## config.mk

```make
export PLATFORM = sky130hd
export DESIGN_NAME = lane_drive_mapper
export DESIGN_NICKNAME = d
export VERILOG_FILES = /design/src/rtl/ldm_pkg.sv /design/src/rtl/ldm_clamp.sv /design/src/rtl/ldm_walker.sv /design/src/rtl/ldm_packer.sv /design/src/rtl/lane_drive_mapper.sv
export SDC_FILE = /design/constraint.sdc
export NUM_CORES = 1
export LEC_CHECK = 0
export BUFFER_PORTS_ARGS = -buffer_cell sky130_fd_sc_hd__buf_2
export CORE_MARGIN = 8
export CORE_UTILIZATION = 45
export DETAILED_ROUTE_END_ITERATION = 12
export GPL_ROUTABILITY_DRIVEN = 0
export PLACE_DENSITY = 0.72
export SLEW_MARGIN = 20
export SYNTH_ARGS = -nofsm -noshare
export SYNTH_HDL_FRONTEND = slang
export SYNTH_SLANG_ARGS = --single-unit
```

## constraint.sdc

```tcl
create_clock -name clk -period 2.65 [get_ports clk]
set_input_delay 0.1325 -clock clk [delete_from_list [all_inputs] [get_ports clk]]
set_output_delay 0.1325 -clock clk [all_outputs]
set_load 0.01 [all_outputs]
```

## src/rtl/ldm_pkg.sv

```systemverilog
package ldm_pkg;

  localparam int NIB_W  = 4;
  localparam int BYTE_W = 8;
  localparam int PC_W   = 2;
  localparam int LVL_W  = 2;

  // Highest legal level for any of the three controls
  localparam logic [LVL_W-1:0] LVL_TOP = 2'd3;

  typedef struct packed {
    logic [LVL_W-1:0]  swing;
    logic [LVL_W-1:0]  pre;
    logic [LVL_W-1:0]  pc2;
    logic [BYTE_W-1:0] cfg;
    logic [NIB_W-1:0]  pc_nib;
  } lane_res_t;

endpackage

```

## src/rtl/ldm_clamp.sv

```systemverilog
module ldm_clamp
  import ldm_pkg::*;
(
  input  logic [NIB_W-1:0] nib,
  input  logic [PC_W-1:0]  pc_field,
  input  logic             pc_on,
  output lane_res_t        res
);

  logic [LVL_W-1:0] vs_req;
  logic [LVL_W-1:0] pe_req;
  logic [LVL_W-1:0] vs_cap;
  logic [LVL_W:0]   vs_out;   // {limit flag, level}
  logic [LVL_W:0]   pe_out;   // {limit flag, level}
  logic [PC_W-1:0]  pc_in;
  logic [PC_W:0]    pc_out;   // {limit flag, level}

  always_comb begin
    vs_req = nib[1:0];
    pe_req = nib[3:2];
    vs_cap = LVL_TOP - pe_req;

    if (pe_req == LVL_TOP) begin
      pe_out = {1'b1, LVL_TOP};
      vs_out = '0;
    end else if (vs_req >= vs_cap) begin
      pe_out = {1'b0, pe_req};
      vs_out = {1'b1, vs_cap};
    end else begin
      pe_out = {1'b0, pe_req};
      vs_out = {1'b0, vs_req};
    end

    pc_in  = pc_on ? pc_field : '0;
    pc_out = (pc_in == LVL_TOP) ? {1'b1, LVL_TOP} : {1'b0, pc_in};

    res.swing  = vs_out[LVL_W-1:0];
    res.pre    = pe_out[LVL_W-1:0];
    res.pc2    = pc_out[PC_W-1:0];
    res.cfg    = {2'b00, pe_out, vs_out};
    res.pc_nib = {1'b0, pc_out};
  end

endmodule

```

## src/rtl/ldm_walker.sv

```systemverilog
module ldm_walker #(
  parameter int LANES = 4,
  parameter int CW    = $clog2(LANES + 1),
  parameter int IW    = (LANES > 1) ? $clog2(LANES) : 1
) (
  input  logic          clk,
  input  logic          rst_n,
  input  logic          start,
  input  logic [CW-1:0] lane_cnt,
  input  logic          ready,
  output logic          busy,
  output logic          done,
  output logic [IW-1:0] idx,
  output logic          load,
  output logic          step,
  output logic [CW-1:0] cnt
);

  logic          busy_q;
  logic          done_q;
  logic [IW-1:0] idx_q;
  logic [CW-1:0] cnt_q;
  logic [CW-1:0] cnt_norm;
  logic          last;

  always_comb begin
    if (lane_cnt == '0)
      cnt_norm = CW'(1);
    else if (lane_cnt > CW'(LANES))
      cnt_norm = CW'(LANES);
    else
      cnt_norm = lane_cnt;
  end

  assign load = start & ~busy_q;
  assign step = busy_q & ready;
  assign last = (CW'(idx_q) == (cnt_q - CW'(1)));

  always_ff @(posedge clk) begin
    if (!rst_n) begin
      busy_q <= 1'b0;
      done_q <= 1'b0;
      idx_q  <= '0;
      cnt_q  <= CW'(LANES);
    end else if (load) begin
      busy_q <= 1'b1;
      done_q <= 1'b0;
      idx_q  <= '0;
      cnt_q  <= cnt_norm;
    end else if (step) begin
      if (last) begin
        busy_q <= 1'b0;
        done_q <= 1'b1;
        idx_q  <= '0;
      end else begin
        idx_q  <= idx_q + 1'b1;
      end
    end
  end

  assign busy = busy_q;
  assign done = done_q;
  assign idx  = idx_q;
  assign cnt  = cnt_q;

  AST_BUSY_DONE_EXCL: assert property (@(posedge clk) disable iff (!rst_n)
    !(busy_q && done_q));
  AST_LANE_STEP: assert property (@(posedge clk) disable iff (!rst_n)
    (step && !last) |=> (idx_q == $past(idx_q) + 1'b1));
  AST_LAST_TO_DONE: assert property (@(posedge clk) disable iff (!rst_n)
    (step && last) |=> (done_q && !busy_q));
  AST_COUNT_FROZEN: assert property (@(posedge clk) disable iff (!rst_n)
    busy_q |=> $stable(cnt_q));
  AST_IDX_IN_RANGE: assert property (@(posedge clk) disable iff (!rst_n)
    busy_q |-> (CW'(idx_q) < cnt_q));

endmodule

```

## src/rtl/ldm_packer.sv

```systemverilog
module ldm_packer
  import ldm_pkg::*;
#(
  parameter int LANES = 4,
  parameter int CW    = $clog2(LANES + 1),
  parameter int IW    = (LANES > 1) ? $clog2(LANES) : 1
) (
  input  logic                    clk,
  input  logic                    rst_n,
  input  logic                    clear,
  input  logic                    wr_en,
  input  logic [IW-1:0]           wr_idx,
  input  lane_res_t               res,
  input  logic [CW-1:0]           cnt,
  output logic [LANES*BYTE_W-1:0] lane_cfg,
  output logic [LANES*NIB_W-1:0]  pc2_cfg
);

  logic [LANES-1:0][BYTE_W-1:0] cfg_q;
  logic [LANES-1:0][NIB_W-1:0]  pcn_q;

  for (genvar g = 0; g < LANES; g++) begin : g_lane
    always_ff @(posedge clk) begin
      if (!rst_n || clear) begin
        cfg_q[g] <= '0;
        pcn_q[g] <= '0;
      end else if (wr_en && (wr_idx == IW'(g))) begin
        cfg_q[g] <= res.cfg;
        pcn_q[g] <= res.pc_nib;
      end
    end

    assign lane_cfg[g*BYTE_W +: BYTE_W] = cfg_q[g];
    assign pc2_cfg[g*NIB_W +: NIB_W]    = pcn_q[g];

    AST_UNUSED_LANE_ZERO: assert property (@(posedge clk) disable iff (!rst_n)
      (CW'(g) >= cnt) |-> (cfg_q[g] == '0 && pcn_q[g] == '0));
    AST_PRE_LIMIT_NO_SWING: assert property (@(posedge clk) disable iff (!rst_n)
      cfg_q[g][5] |-> (cfg_q[g][2:0] == 3'd0 && cfg_q[g][4:3] == 2'd3));
  end

endmodule

```

## src/rtl/lane_drive_mapper.sv

```systemverilog
module lane_drive_mapper
  import ldm_pkg::*;
#(
  parameter  int LANES = 4,
  localparam int CW    = $clog2(LANES + 1),
  localparam int IW    = (LANES > 1) ? $clog2(LANES) : 1
) (
  input  logic                    clk,
  input  logic                    rst_n,
  input  logic                    start,
  input  logic [CW-1:0]           lane_cnt,
  input  logic                    pc2_en,
  input  logic [LANES*NIB_W-1:0]  adj_req,
  input  logic [LANES*PC_W-1:0]   pc2_req,
  input  logic                    drv_ready,
  output logic                    busy,
  output logic                    done,
  output logic                    drv_valid,
  output logic [IW-1:0]           drv_lane,
  output logic [LVL_W-1:0]        drv_swing,
  output logic [LVL_W-1:0]        drv_pre,
  output logic [LVL_W-1:0]        drv_pc2,
  output logic [LANES*BYTE_W-1:0] lane_cfg,
  output logic [LANES*NIB_W-1:0]  pc2_cfg
);

  logic [LANES*NIB_W-1:0] req_q;
  logic [LANES*PC_W-1:0]  pcr_q;
  logic                   pen_q;

  logic          load;
  logic          step;
  logic [IW-1:0] idx;
  logic [CW-1:0] cnt;

  logic [NIB_W-1:0] cur_nib;
  logic [PC_W-1:0]  cur_pc;
  lane_res_t        cur_res;

  ldm_walker #(.LANES(LANES), .CW(CW), .IW(IW)) u_walker (
    .clk      (clk),
    .rst_n    (rst_n),
    .start    (start),
    .lane_cnt (lane_cnt),
    .ready    (drv_ready),
    .busy     (busy),
    .done     (done),
    .idx      (idx),
    .load     (load),
    .step     (step),
    .cnt      (cnt)
  );

  always_ff @(posedge clk) begin
    if (!rst_n) begin
      req_q <= '0;
      pcr_q <= '0;
      pen_q <= 1'b0;
    end else if (load) begin
      req_q <= adj_req;
      pcr_q <= pc2_req;
      pen_q <= pc2_en;
    end
  end

  assign cur_nib = req_q[idx*NIB_W +: NIB_W];
  assign cur_pc  = pcr_q[idx*PC_W +: PC_W];

  ldm_clamp u_clamp (
    .nib      (cur_nib),
    .pc_field (cur_pc),
    .pc_on    (pen_q),
    .res      (cur_res)
  );

  ldm_packer #(.LANES(LANES), .CW(CW), .IW(IW)) u_packer (
    .clk      (clk),
    .rst_n    (rst_n),
    .clear    (load),
    .wr_en    (step),
    .wr_idx   (idx),
    .res      (cur_res),
    .cnt      (cnt),
    .lane_cfg (lane_cfg),
    .pc2_cfg  (pc2_cfg)
  );

  assign drv_valid = busy;
  assign drv_lane  = idx;
  assign drv_swing = cur_res.swing;
  assign drv_pre   = cur_res.pre;
  assign drv_pc2   = cur_res.pc2;

  AST_LEVEL_SUM: assert property (@(posedge clk) disable iff (!rst_n)
    drv_valid |-> (({1'b0, drv_swing} + {1'b0, drv_pre}) <= 3'd3));
  AST_BEAT_HOLD: assert property (@(posedge clk) disable iff (!rst_n)
    (drv_valid && !drv_ready) |=> (drv_valid && $stable(drv_lane) &&
      $stable(drv_swing) && $stable(drv_pre) && $stable(drv_pc2)));
  AST_PC2_OFF: assert property (@(posedge clk) disable iff (!rst_n)
    (drv_valid && !pen_q) |-> (drv_pc2 == '0));
  AST_REQ_FROZEN: assert property (@(posedge clk) disable iff (!rst_n)
    busy |=> ($stable(req_q) && $stable(pcr_q) && $stable(pen_q)));
  AST_START_CLEARS: assert property (@(posedge clk) disable iff (!rst_n)
    load |=> (lane_cfg == '0 && pc2_cfg == '0));

endmodule

```

-- Word-level counts from Yosys, hierarchy flattened
Index checks and enable logic that the tools add are counted.
- register bits after elaboration: 68
- input bits: 32
- output and inout bits: 59
- word-level logic and storage cells: 56
- add/sub/neg operators: 3
- $lt $le $gt $ge: 2
- eq/ne operators: 6
- shifts and indexed selects: 2
- muxes and demuxes: 11
- bitwise gates (word level): 4
- reduce and logical (&&, ||, !) cells: 13
- operators with widths (operator ; count):
    $mux 3 ; 6
    $shiftx 16x5->4 ; 1
    $eq 2x2->1 const B ; 4
    $shiftx 8x4->2 ; 1
    $logic_and 1x1->1 ; 4
    $mux 2 ; 2
    $reduce_and 2->1 ; 2
    $reduce_bool 2->1 ; 2
    $eq 2x3->1 ; 1
    $gt 3x3->1 const B ; 1
    $logic_not 3->1 ; 1
    $mux 1 ; 3
    $sub 3x1->3 const B ; 1
    $add 2x1->2 const B ; 1
    $and 1x1->1 ; 2
    $eq 2x1->1 const B ; 1
    $ge 2x2->1 ; 1
    $logic_not 2->1 ; 1
    $not 1->1 ; 2
    $reduce_or 2->1 ; 1
    $sub 2x2->2 const A ; 1
    $logic_not 1->1 ; 1
    $logic_or 1x1->1 ; 1

-- Longest topological paths before layout
Gate-level depths: netlist of run 1.
- depth after elaboration: 5
- mapped depth: 10
- depth with buffers taken out: 7

-- Hierarchy
A second synthesis of run 1 with hierarchy kept.
- cell total of the unflattened synthesis: 340
- area total of the unflattened synthesis: 3698.5 µm²
- modules (own cells, without submodules) (module ; instances ; cells an instance ; area each (µm²) ; sequential area each (µm²)):
    ldm_packer ; 1 ; 179 ; 2018.2 ; 960.9
    lane_drive_mapper ; 1 ; 88 ; 1098.6 ; 500.5
    ldm_walker ; 1 ; 44 ; 371.6 ; 140.1
    ldm_clamp ; 1 ; 29 ; 210.2 ; 0.0

-- Worst setup path after synthesis of run 1
No wires, ideal clock.
- path kind: flip-flop to output port
- from: reg u_walker.idx_q[0] (netlist: u_walker.idx[0])
- to: out drv_swing[0]
- arrival time: 2204 ps
- required time: 2518 ps
- slack: 313 ps
- stages on the path, launching flop included: 11
- path buffers: 3
- path through: dfxtp_1 -> buf_6 -> mux4_2 -> clkbuf_1 -> inv_1 -> ha_1 -> inv_1 -> a211oi_2 -> o22ai_2 -> inv_1 -> buf_4
- RTL lines (element ; RTL line ; source):
    start: declaration ; ldm_walker.sv:21 ; logic [IW-1:0] idx_q;
    start signal: assignment ; ldm_walker.sv:56 ; idx_q <= idx_q + 1'b1;
    end: declaration ; lane_drive_mapper.sv:20 ; output logic [LVL_W-1:0] drv_swing,

-- Worst setup path after layout of run 1
- from: reg u_walker.idx_q[0] (netlist: u_walker.idx[0])
- to: out drv_swing[0]
- longest elaborated chain between the ends: 5
- elaborated cells between the ends (all ways): 6
- classes of those cells: add/sub (1); order compare (1); eq/ne (1); shift (1); mux (2)
- RTL lines (element ; RTL line ; source):
    $shiftx 16x5->4 (*) ; lane_drive_mapper.sv:66 ; assign cur_nib = req_q[idx*NIB_W +: NIB_W];
    $sub 2x2->2 ; ldm_clamp.sv:21 ; vs_cap = LVL_TOP - pe_req;
    $ge 2x2->1 ; ldm_clamp.sv:26 ; end else if (vs_req >= vs_cap) begin
    $mux 3 ; ldm_clamp.sv:26 ;
    $mux 3 (*) ; ldm_clamp.sv:23 ; if (pe_req == LVL_TOP) begin
Mark *: on every way between the ends. The rest lies on a longest branch, timed or not.

==> results of run 1 <==
-- synthesized netlist by cell type (4+ instances only) --
cell	n	area share
a211oi_1	4	0.010
a21oi_1	42	0.072
a22o_1	4	0.012
a32o_1	12	0.041
and3_1	4	0.0085
buf_4	19	0.049
clkbuf_1	16	0.020
dfxtp_1	68	0.46
ha_1	8	0.034
inv_1	15	0.019
mux4_2	7	0.054
nand2_1	77	0.098
nand3_1	6	0.010
nor2_1	14	0.018
nor3_1	5	0.0085
-- cell families after synthesis --
logic type | synth area share
muxes | 0.0536
and+or+nand+nor | 0.162
xor gates and xnor gates | 0.0119
DFF | 0.463
other | 0.00128
AOI/OAI and AO/OA | 0.176
adders and majority gates | 0.0341
buffers and inverters | 0.0979
-- worst register-to-register path: stages, from the launching register on --
cell	delay, ns
dfxtp_4	0.38
mux4_2	0.53
inv_2	0.10
ha_1	0.23
nand2b_1	0.18
a211oi_2	0.31
o22ai_4	0.12
buf_4	0.17
a211oi_2	0.16
-- metrics by stage --
| step | hold slack, ns | power (mW) | worst slack (ns) | std cells | util |
|---|---|---|---|---|---|
| detailed placement | 0.378 | 1.33 | 0.145 | 466 | 0.518 |
| global placement | 0.373 | 1.32 | 0.222 | 466 | 0.518 |
| CTS | 0.0131 | 2.17 | 0.0182 | 483 | 0.552 |
| floorplan | 0.204 | 1.27 | 0.313 | 344 | - |
| finish | 0.0299 | 2.16 | 0.109 | 485 | 0.554 |
| global route | 0.0169 | 2.25 | 0.0373 | 485 | 0.554 |
-- report_power, final --
group          switching (mW)  internal, mW
Combinational           0.148        0.0982
Sequential             0.0219          1.05
Clock                   0.380         0.460
Total                   0.549          1.61
-- worst max path at each step --
stage	endpoint	slack [ns]	cells after the start
2_1_floorplan	drv_swing[0]	0.31	10
3_3_place_gp	drv_swing[0]	0.22	8
3_5_place_dp	drv_swing[0]	0.15	8
4_1_cts	drv_swing[0]	0.02	8
5_1_grt	drv_swing[0]	0.04	8
6_report	drv_swing[0]	0.11	8
-- routing by layer --
layer	wire (um)	part of all wire
met1	3380	0.46
met2	3200	0.44
met3	473	0.065
met4	206	0.028
met5	0	0
-- sequential cells by signal, indices dropped and copies added (netlist names) --
name               count
u_packer.lane_cfg     24
req_q                 16
u_packer.pc2_cfg      12
pcr_q                  8
u_walker.cnt           3
u_walker.idx           2
pen_q                  1
u_walker.busy          1
u_walker.done          1
-- final cells by class --
class                   instances  area share
well taps                      77      0.0274
clock inverters                 4      0.0139
clock buffers                  12      0.0412
repair buffers                 88       0.132
inverters                      15      0.0160
flip-flops and latches         68       0.388
multi-input cells             221       0.381
-- repair_timing --
item | in CTS | in global routing
pin swaps | 1 | 0
endpoints found under the setup margin | 1 | 1
setup buffers | 1 | 2
resized for setup | 3 | 2
==> results.md, run 1 <==
* Most common cell after layout, fill and taps aside: buf_2
* Least-Margin Pin Slew at just over 0.7 ns
* Nets at ~440
* Critical path peak fanout at 5
* Cell variety after synth at 35
* HP Start: pc2_req[7]
* Crit path kind: flop to output port
* Ys Warns at 0
* GRT Residual Overflow at 0
* #FFs+latches synth at ~70
* Setup total negative slack at 0 ns
* Post-route clock period utilization at 0.959
* Layout Skew at 0.00834 ns
* Delay-heaviest family, CP: multiplexers
* Critical path startpoint category: flop
* Max Transition Viols Final at 0
* Layout cell share with drive strength beyond 1 at 0.292
* Seq. cell area at 1370 um2
* Max Fclk at 394 MHz
* Post-route antenna net violation count at 0
* Slowest-stage cell, CP: mux4_2
* RSZ-0062 raised after global routing: false
* Die area at 9370 um2
* Worst path bufs/invs at 3
* Post-DP Area at 3290 um2
* # setup viols final at 0
* Hold Path Sink: pcr_q[7]
* Global routing met3 resource utilization at 0.0469
* Max Cap Viol at 0
* Crit path arrival time at ~2.4 ns
* Hold buffers post-CTS at 0
* R2R depth at 8
* CTS tree: built
* Drc violations at 0
* Slew headroom at 0.519
* Grt met1 use at 0.189
* Syn avg cell area at 8.83 um2
* First drt pass iteration count at 4
* Ordered cell list for the critical path: mux4_2 -> inv_2 -> ha_1 -> nand2b_1 -> a21o_2 -> o22ai_4 -> inv_1 -> buf_2
* GRT busiest layer: met2
* Starting density of the core at 0.463
* Initial antenna violation count at 0
* CTS root buffer: clkbuf_8
* Hold Path Class: input port to flop
* Die extent in x at 96.8 um
* Worst ir drop on vdd at about 0.00032 V
* Clock sinks at 68
* Top_reg_cell synth: dfxtp_1
* Async SR Flop Fraction at 0
* Global-route wire length before repair at 12200 um
* Area added between synthesis and finish at 19.8%
* Commonest non-fill, non-tap cells in the layout: buf_2, nand2_1, dfxtp_1
* Status: completed
* CP Launch Point: u_walker.idx[0]
* Clock tree buffer depth at 2
* H-tree levels at 3
* Ports at 91
* Drt initial violations at 72
* Crit path time final at 2.54 ns
* Hold path depth at 3
* Final instance area at between 3000 and 4000 um2
* Area occupied by multi-input gates at about 1300 um2
* Leak at 1.56 nW
* Via count at 2496
* Site Rows at 29
* Core footprint at 6350 um2
* Worst Path Required at approximately 2.5 ns
* Antenna diode count at 0
* Worst stage delay on the critical path at 0.53 ns
* Sequential area share after synthesis at 0.463
* EDFF count, synth at 0
* IO Port Bufs at 78
* Mapped Cells at approximately 330
* Routed WL at 7260 um
* Largest net degree at the start of global routing at 32
* M2 GR Usage at 0.240
* Skew-Pair Late Insertion Delay at 0.34 ns
* Crit. End Element: output port
* Inserted Clock Buffers at 9
* Clk pin slew, worst setup/hold paths at 0.07 ns
* P per Cell Area at 613 nW/um2
* Wirelength per Cell at between 10 and 15 um
* Worst R2R End: u_packer.lane_cfg[8]
* Synth Cell Area at 2940 um2
* Die Ht at ~97 um
* Reg2reg setup slack at 0.40 ns
* Final Hold Vio Count at 0
* Reg-to-Reg Start: u_walker.idx[0]
* Post-DP HPWL at 5400 um
* Overall Global Routing Usage at 0.156
* Vias per cell at 5.15
* Filler cells at 616
* Vias in the first global route at 2530
Note: power is estimated with default switching activity, not from simulation.
==> run 2, diff against run 1 <==
- CORE_UTILIZATION: 45 -> 51
- PLACE_DENSITY: 0.72 -> 0.8
- TNS_END_PERCENT: unset -> 20
==> results.md, run 2 (synthesized netlist as in run 1, its figures left out) <==
* Setup total negative slack at 0 ns (unchanged)
* Clk pin slew, worst setup/hold paths at 0.07 ns (about the same)
* Skew-Pair Late Insertion Delay at 0.34 ns (about the same)
* Crit path arrival time at 2.38 ns (-0.03 ns)
* Fin Hold WS at 0.0251 ns (-0.00476 ns)
* Placed Cells at 461 (-1.1%)
* Worst ir drop on vdd at 0.000300 V (-6.8%)
* Status: completed
* Drc violations at 0 (unchanged)
* Largest net degree at the start of global routing at 32 (unchanged)
* Initial antenna violation count at 0 (unchanged)
* Global routing met3 resource utilization at 0.0562 (+0.00929)
* Post-route antenna net violation count at 0 (unchanged)
* Slew headroom at 0.517 (-0.00184)
* P per Cell Area at 645 nW/um2 (+5.2%)
* Ports at 91 (unchanged)
* Final Non-Filler Cells at 481 (-0.82%)
* Layout Skew at 0.00854 ns (+0.000204 ns)
* Die area at 8450 um2 (-9.9%)
* Die Ht at 91.9 um (-5.1%)
* Max Fclk at 398 MHz (+1.2%)
* Via count at 2488 (-0.32%)
* Antenna diode count at 0 (unchanged)
* Vias in the first global route at 2468 (-2.5%)
* Site Rows at 27 (-6.9%)
* Commonest non-fill, non-tap cells in the layout: buf_2, nand2_1, dfxtp_1
* Routed WL at 7100 um (-2.2%)
* Slowest-stage cell, CP: mux4_2
* Wirelength per Cell at 14.8 um (-1.4%)
* Filler cells at 496 (-19%)
* First drt pass iteration count at 4 (unchanged)
* Drt initial violations at 147 (+100%)
* Least-Margin Pin Slew at 0.722 ns (+0.00276 ns)
* Leak at 1.58 nW (+1.3%)
* IO Port Bufs at 78 (unchanged)
* Crit path time final at 2.51 ns (-0.0295 ns)
* Clock sinks at 68 (unchanged)
* Vias per cell at 5.17 (+0.51%)
* Max Transition Viols Final at 0 (unchanged)
* CTS tree: built
* RSZ-0062 raised after global routing: false
* # setup viols final at 0 (unchanged)
* Overall Global Routing Usage at 0.170 (+0.0135)
* Die extent in x at 91.9 um (-5.1%)
* Post-route clock period utilization at 0.948 (-0.0111)
* Worst stage delay on the critical path at 0.53 ns (about the same)
* Inserted Clock Buffers at 9 (unchanged)
* Core footprint at 5540 um2 (-13%)
* Final Hold Vio Count at 0 (unchanged)
* Critical path startpoint category: flop
* M2 GR Usage at 0.264 (+0.0239)
* Clock tree buffer depth at 2 (unchanged)
* Grt met1 use at 0.207 (+0.0182)
* Largest register FFs at 24 (unchanged)
* Setup slack after layout at 0.138 ns (+0.0295 ns)
* Area added between synthesis and finish at 21.5%
* Worst slack, placed at 0.217 ns (+0.0718 ns)
* Critical path peak fanout at 5 (unchanged)
* GRT Residual Overflow at 0 (unchanged)
* Ordered cell list for the critical path: mux4_2 -> inv_2 -> ha_1 -> nand2b_1 -> a21o_4 -> o22ai_4 -> inv_1 -> buf_2
* Global-route wire length before repair at 11800 um (-3.6%)
* GRT busiest layer: met2
* Worst Path Required at 2.52 ns (about the same)
* Post-DP HPWL at 5350 um (-1.1%)
* Most common cell after layout, fill and taps aside: buf_2
* Starting density of the core at 0.530 (+0.0676)
* CTS root buffer: clkbuf_8
* Layout cell share with drive strength beyond 1 at 0.296 (+0.00418)
* Hold Path Class: input port to flop
* Crit. End Element: output port
* Crit path kind: flop to output port
* Max Cap Viol at 0 (unchanged)
* H-tree levels at 3 (unchanged)
* Nets at 444 (+0.23%)
-- run 2: repair_timing --
item                       4_1_cts  5_1_grt
hold buffers                     0        0
setup endpoints to repair        1        1
pin swaps                        0        1
gates cloned                     0        0
gates resized for setup          3        2
buffers inserted                 0        4
-- run 2: final timing paths --
| path | start | to | slack [ns] | cells past startpoint |
|---|---|---|---|---|
| hold / removal | pc2_req[7] | pcr_q[7] | 0.03 | 3 |
| setup reg to reg | u_walker.idx[0] | u_packer.lane_cfg[8] | 0.42 | 8 |
| setup / recovery | u_walker.idx[0] | drv_swing[0] | 0.14 | 8 |
| hold reg to reg | u_packer.lane_cfg[27] | u_packer.lane_cfg[27] | 0.45 | 2 |
-- run 2: metrics by stage --
step / area, um2 / power (mW) / util
detailed placement: 3280 / 1.33 / 0.593
finish: 3570 / 2.30 / 0.644
CTS: 3530 / 2.31 / 0.638
global placement: 3280 / 1.32 / 0.593
global route: 3570 / 2.40 / 0.644
floorplan: 2980 / 1.27 / -
-- run 2: final cells by class --
cell class / count / area, um2 / area share
clock buffer: 13 / 169 / 0.0473
clock inverter: 3 / 67.6 / 0.0189
timing repair buffer: 89 / 473 / 0.132
inverter: 15 / 56.3 / 0.0158
multi-input combinational: 221 / 1350 / 0.378
sequential: 68 / 1370 / 0.382
tap: 72 / 90.1 / 0.0252
-- run 2: critical path, delay by kind of cell (launching register included) --
family | cells | cell delay [ns]
AO/OA/AOI/OAI | 2 | 0.43
flip-flops | 1 | 0.38
adder cells (fa/ha/maj) | 1 | 0.22
AND/OR/NAND/NOR | 1 | 0.18
multiplexers | 1 | 0.53
buffers and inverters | 3 | 0.29
-- run 2: power by group --
group / switching, mW / internal (mW)
logic: 0.146 / 0.102
clock network: 0.373 / 0.608
registers: 0.0222 / 1.05
-- run 2: routing by layer --
layer | part of all wire | vias to the layer above
met2 | 0.46 | 76
met5 | 0 | -
li1 | - | 1245
met1 | 0.45 | 1157
met3 | 0.066 | 10
met4 | 0.020 | 0
